## src/rtl/bias_step_ctrl.sv

```systemverilog
module bias_step_ctrl #(
  parameter int NUM_PTS = 8,
  parameter int CODE_W  = 6,
  parameter int TIMER_W = 12,
  parameter int LOCK_W  = 4
) (
  input  logic               clk,
  input  logic               rst_n,
  input  logic [NUM_PTS-1:0] slow_req,
  input  logic [NUM_PTS-1:0] fast_req,
  input  logic [CODE_W-1:0]  code_min,
  input  logic [CODE_W-1:0]  code_max,
  input  logic [TIMER_W-1:0] settle_ivl,
  input  logic [LOCK_W-1:0]  lock_thresh,
  output logic [CODE_W-1:0]  nmos_code,
  output logic [CODE_W-1:0]  pmos_code,
  output logic               locked
);
  localparam logic [CODE_W-1:0] MID  = {1'b1, {(CODE_W-1){1'b0}}};
  localparam logic [LOCK_W-1:0] QTOP = '1;

  logic [NUM_PTS-1:0] slow_m, slow_q, fast_m, fast_q;
  logic [TIMER_W-1:0] tmr;
  logic [LOCK_W-1:0]  quiet;
  logic upd_tick, fwd_vote, rev_vote, go_fwd, go_rev;

  assign upd_tick = tmr >= settle_ivl;
  assign fwd_vote = |slow_q;
  assign rev_vote = &fast_q;
  assign go_fwd   = upd_tick & fwd_vote;
  assign go_rev   = upd_tick & rev_vote & ~fwd_vote;
  assign locked   = quiet >= lock_thresh;

  function automatic logic [CODE_W-1:0] bump(input logic [CODE_W-1:0] v,
                                             input logic up, input logic dn,
                                             input logic [CODE_W-1:0] lo,
                                             input logic [CODE_W-1:0] hi);
    if (up && v < hi) return v + 1'b1;
    if (dn && v > lo) return v - 1'b1;
    return v;
  endfunction

  always_ff @(posedge clk or negedge rst_n) begin
    if (!rst_n) begin
      slow_m    <= '0;
      slow_q    <= '0;
      fast_m    <= '0;
      fast_q    <= '0;
      tmr       <= '0;
      quiet     <= '0;
      nmos_code <= MID;
      pmos_code <= MID;
    end else begin
      slow_m <= slow_req;
      slow_q <= slow_m;
      fast_m <= fast_req;
      fast_q <= fast_m;
      tmr    <= upd_tick ? '0 : tmr + 1'b1;
      if (upd_tick) begin
        nmos_code <= bump(nmos_code, go_fwd, go_rev, code_min, code_max);
        pmos_code <= bump(pmos_code, go_rev, go_fwd, code_min, code_max);
        if (fwd_vote || rev_vote) quiet <= '0;
        else if (quiet != QTOP)   quiet <= quiet + 1'b1;
      end
    end
  end
endmodule

```

## config.mk

```make
export PLATFORM = sky130hd
export DESIGN_NAME = bias_step_ctrl
export DESIGN_NICKNAME = d
export VERILOG_FILES = /design/src/rtl/bias_step_ctrl.sv
export SDC_FILE = /design/constraint.sdc
export NUM_CORES = 1
export LEC_CHECK = 0
export CAP_MARGIN = 20
export CELL_PAD_IN_SITES_DETAIL_PLACEMENT = 1
export CELL_PAD_IN_SITES_GLOBAL_PLACEMENT = 1
export CORE_AREA = 2 2 85 87
export CTS_CLUSTER_SIZE = 20
export DETAILED_ROUTE_END_ITERATION = 16
export DIE_AREA = 0 0 87 89
export DONT_BUFFER_PORTS = 1
export PLACE_DENSITY = 0.78
export SLEW_MARGIN = 5
export SYNTH_ARGS = -nofsm -noshare
export SYNTH_HDL_FRONTEND = slang
export SYNTH_SLANG_ARGS = --single-unit
```

## constraint.sdc

```tcl
create_clock -name clk -period 3.1 [get_ports clk]
set_input_delay 0.155 -clock clk [delete_from_list [all_inputs] [get_ports clk]]
set_output_delay 0.155 -clock clk [all_outputs]
set_load 0.005 [all_outputs]
```

==> flow_summary.yaml <==
grt:
  overflow: 0
  grt_util_all_layers: 0.206
  grt.met1_usage: 0.247
  use_met2: 0.368
  grt_pass1_wl_microns: 12200
  grt_max_degree: 61
  grt_pass1_vias: 2611
  top_usage_layer: "met2"
  grt_use_met3: 0.0406
  grt_antenna_before_repair: 0
die:
  initial_utilization: 0.482
  pin_count: 59
  dieArea_sq_mm: 0.00774
  row_count: 30
  die_x_microns: 87
  coreArea_sq_mm: 0.00672
  fp.dieH_microns: 89
yosys:
  synth_edf_count: 0
  synth_nets: 399
  yosys_warnings: 0
  ys_async_sr_fraction: 1.00
  yosys_register_bits: 60
  syn-cell-area_sq_mm: 0.00324
  synth_ff_type: "dfrtp_1"
  syn_avg_cell_area_sq_um: 10.5
  netlist_instances: 309
  synthDistinctLibCells: 46
  yosysSeqAreaShare: 0.464
sta:
  finalSetupViolCount: 0
  drv_slew: 0
  finalHoldViolCount: 0
  min_period_ps: 2730
  fin_tns_setup_ps: 0
  fin_skew_ps: 11.5
  rsz0062_at_grt: "false"
  clock.fmax_ghz: 0.366
  fin_crit_sh: 0.880
  maxSlewHeadroom: 0.640
  tightestPinTransition_ps: 536
clocking:
  root_buffer: "clkbuf_8"
  h-tree-depth: 3
  clock_path_buffers: 2
  clk_pin_slew_worst_paths_ps: 80
  post-cts-setup-buffer-count: 0
  cts_tree: "yes"
  clkLatencyLatePin_ps: 340
  cts_inserted_buffers: 9
  clock-sinks: 60
  postCtsHoldBufs: 18
  cts_resized: 0
run:
  drv_cap: 0
power_and_ir_drop:
  p_comb_frac: 0.309
  p_total_w: 0.00240
  p_leak_nw: 1.88
  p_sw_frac: 0.361
  seqPwrFrac: 0.432
  powerDensity_mw_per_mm2: 642
  switching_power_w: 0.000865
  p_int_w: 0.00153
  p_clk_frac: 0.259
  peakVddDrop_uv: 484
placement:
  finalWeightedCongestion: 0.786
  port_buffers: 0
  place_inst: 391
  hpwl_microns: 5450
setup_path:
  cp-start-kind: "register"
  critPathKind: "reg -> reg"
  regToRegSetupSlack_ps: 370
  path_max_fanout: 7
  crit_path_cell_trace: "inv_1, ha_1, nand2b_1, a2111oi_0, o32a_4, a211o_1, or4b_4, a22oi_2, xor2_1"
  crit_required_ps: 3370
  worstReg2RegEnd: "nmos_code[4]$_DFFE_PN0P_"
  r2r_start: "tmr[0]$_DFF_PN0_"
  max_stage_delay_ps: 540
  crit_slowest_cell: "or4b_4"
  reg2regPathDepth: 9
  crit_arrival_ps: 3000
  cp-end-kind: "register"
cells_and_area:
  nets: 430
  drive_gt1_frac: 0.101
  nFillCells: 716
  antennaDiodeCount: 0
  syn_to_final_growth_pct: 15.5
  final_cells: 425
detailed_routing:
  drtPass1Iterations: 4
  first_iter_violations: 81
  drt-total-wl_microns: 7300
  drtAntennaViolNets: 0
  drc: 0
  routedWlPerCell_microns: 17.2
  vias: 2372
  viasPerCell: 5.58
run_status:
  outcome: "finished, final reports clean"
min_path:
  hold_path_class: "in -> async"
==> cells by family (layout without fill, tap and decap cells) <==
group | after synthesis | in the layout | share of synthesized area
AND/OR/NAND/NOR | 93 | 93 | 0.151
flip-flops | 60 | 60 | 0.464
AO/OA/AOI/OAI | 55 | 55 | 0.116
adder cells (fa/ha/maj) | 44 | 44 | 0.170
buffers and inverters | 37 | 73 | 0.0429
XOR/XNOR | 19 | 19 | 0.0514
multiplexers | 1 | 1 | 0.00348
==> metal layers <==
metal  wire (microns)  share of wire
met2             3820           0.52
met1             3150           0.43
met4              118          0.016
met3              204          0.028
met5                0              0
==> flip-flops by register name, summed over array words and instances, names as in the netlist <==
| name | cells |
|---|---|
| pmos_code | 6 |
| slow_q | 8 |
| tmr | 12 |
| fast_q | 8 |
| nmos_code | 6 |
| fast_m | 8 |
| quiet | 4 |
| slow_m | 8 |
==> critical path: cells and delay by family (launching register included) <==
kind,cells,cell delay (ps)
AND/OR/NAND/NOR,2,640
adder cells (fa/ha/maj),1,270
AO/OA/AOI/OAI,4,1080
flip-flops,1,450
buffers and inverters,1,70
XOR/XNOR,1,150
==> power by group through the flow <==
stage	Combinational, W	Sequential, W	Clock [W]
2_1_floorplan	0.000482	0.00104	0
3_3_place_gp	0.000657	0.00105	0
3_5_place_dp	0.000701	0.00105	0
4_1_cts	0.000746	0.00104	0.000644
5_1_grt	0.000861	0.00106	0.000676
6_report	0.000742	0.00104	0.000622
==> cell usage after synthesis (2+ instances only) <==
library cell | number | area share
o31ai_1 | 3 | 0.0070
dfrtp_1 | 58 | 0.45
a211oi_1 | 3 | 0.0070
xnor2_1 | 6 | 0.016
nor4_2 | 2 | 0.0077
dfstp_2 | 2 | 0.016
ha_1 | 44 | 0.17
or4_1 | 2 | 0.0046
nor3_1 | 2 | 0.0031
o21ai_0 | 6 | 0.0093
a22oi_1 | 2 | 0.0046
nand2b_1 | 5 | 0.0097
and3_1 | 5 | 0.0097
xor2_1 | 13 | 0.035
nand4_1 | 3 | 0.0058
nand3_1 | 22 | 0.034
nor4_1 | 2 | 0.0039
and2_1 | 2 | 0.0039
a21oi_1 | 18 | 0.028
a31oi_1 | 3 | 0.0058
inv_1 | 34 | 0.039
clkbuf_1 | 3 | 0.0035
nor2b_1 | 2 | 0.0039
or3_1 | 2 | 0.0039
and4_1 | 2 | 0.0054
a21o_1 | 7 | 0.016
nor2_1 | 20 | 0.023
nand2_1 | 17 | 0.020
o21a_1 | 2 | 0.0046
==> cell type report <==
type                    count  area (sq um)  area share
inverters                  34           128      0.0341
clock inverters             7          52.6      0.0141
well taps                  80           100      0.0268
flip-flops and latches     60          1500       0.402
repair buffers             23           235      0.0629
clock buffers               9           124      0.0331
multi-input cells         212          1600       0.427
==> worst max-delay path by stage <==
stage | from | depth (start not counted) | slack (ps) | to
finish | tmr[0]$_DFF_PN0_ | 9 | 370 | nmos_code[4]$_DFFE_PN0P_
global route | tmr[0]$_DFF_PN0_ | 9 | 260 | nmos_code[4]$_DFFE_PN0P_
global placement | tmr[0]$_DFF_PN0_ | 9 | 480 | nmos_code[4]$_DFFE_PN0P_
floorplan | tmr[0]$_DFF_PN0_ | 9 | 560 | nmos_code[4]$_DFFE_PN0P_
detailed placement | tmr[0]$_DFF_PN0_ | 9 | 380 | nmos_code[4]$_DFFE_PN0P_
CTS | tmr[0]$_DFF_PN0_ | 9 | 350 | nmos_code[4]$_DFFE_PN0P_
==> through the flow <==
| step | util | hold WS (ps) | setup WS (ps) | area (sq um) |
|---|---|---|---|---|
| floorplan | - | -141 | 563 | 3240 |
| global placement | 0.501 | -139 | 483 | 3360 |
| detailed placement | 0.501 | -139 | 379 | 3360 |
| CTS | 0.556 | 344 | 351 | 3740 |
| global route | 0.556 | 351 | 256 | 3740 |
| finish | 0.556 | 340 | 371 | 3740 |
==> cell usage in the layout, fill, tap and decap left out, types with 3 or more instances in the layout <==
cell type	synthesis	final
a211oi_1	3	3
a21o_1	7	7
a21oi_1	18	18
a31oi_1	3	3
and3_1	5	5
buf_4	0	5
clkbuf_8	0	9
clkinv_4	0	3
dfrtp_1	58	58
dlygate4sd3_1	0	17
ha_1	44	44
inv_1	34	34
nand2_1	17	17
nand2b_1	5	5
nand3_1	22	22
nand4_1	3	3
nor2_1	20	20
o21ai_0	6	6
o31ai_1	3	3
xnor2_1	6	6
xor2_1	13	13
Power figures use the tool's default switching activity.
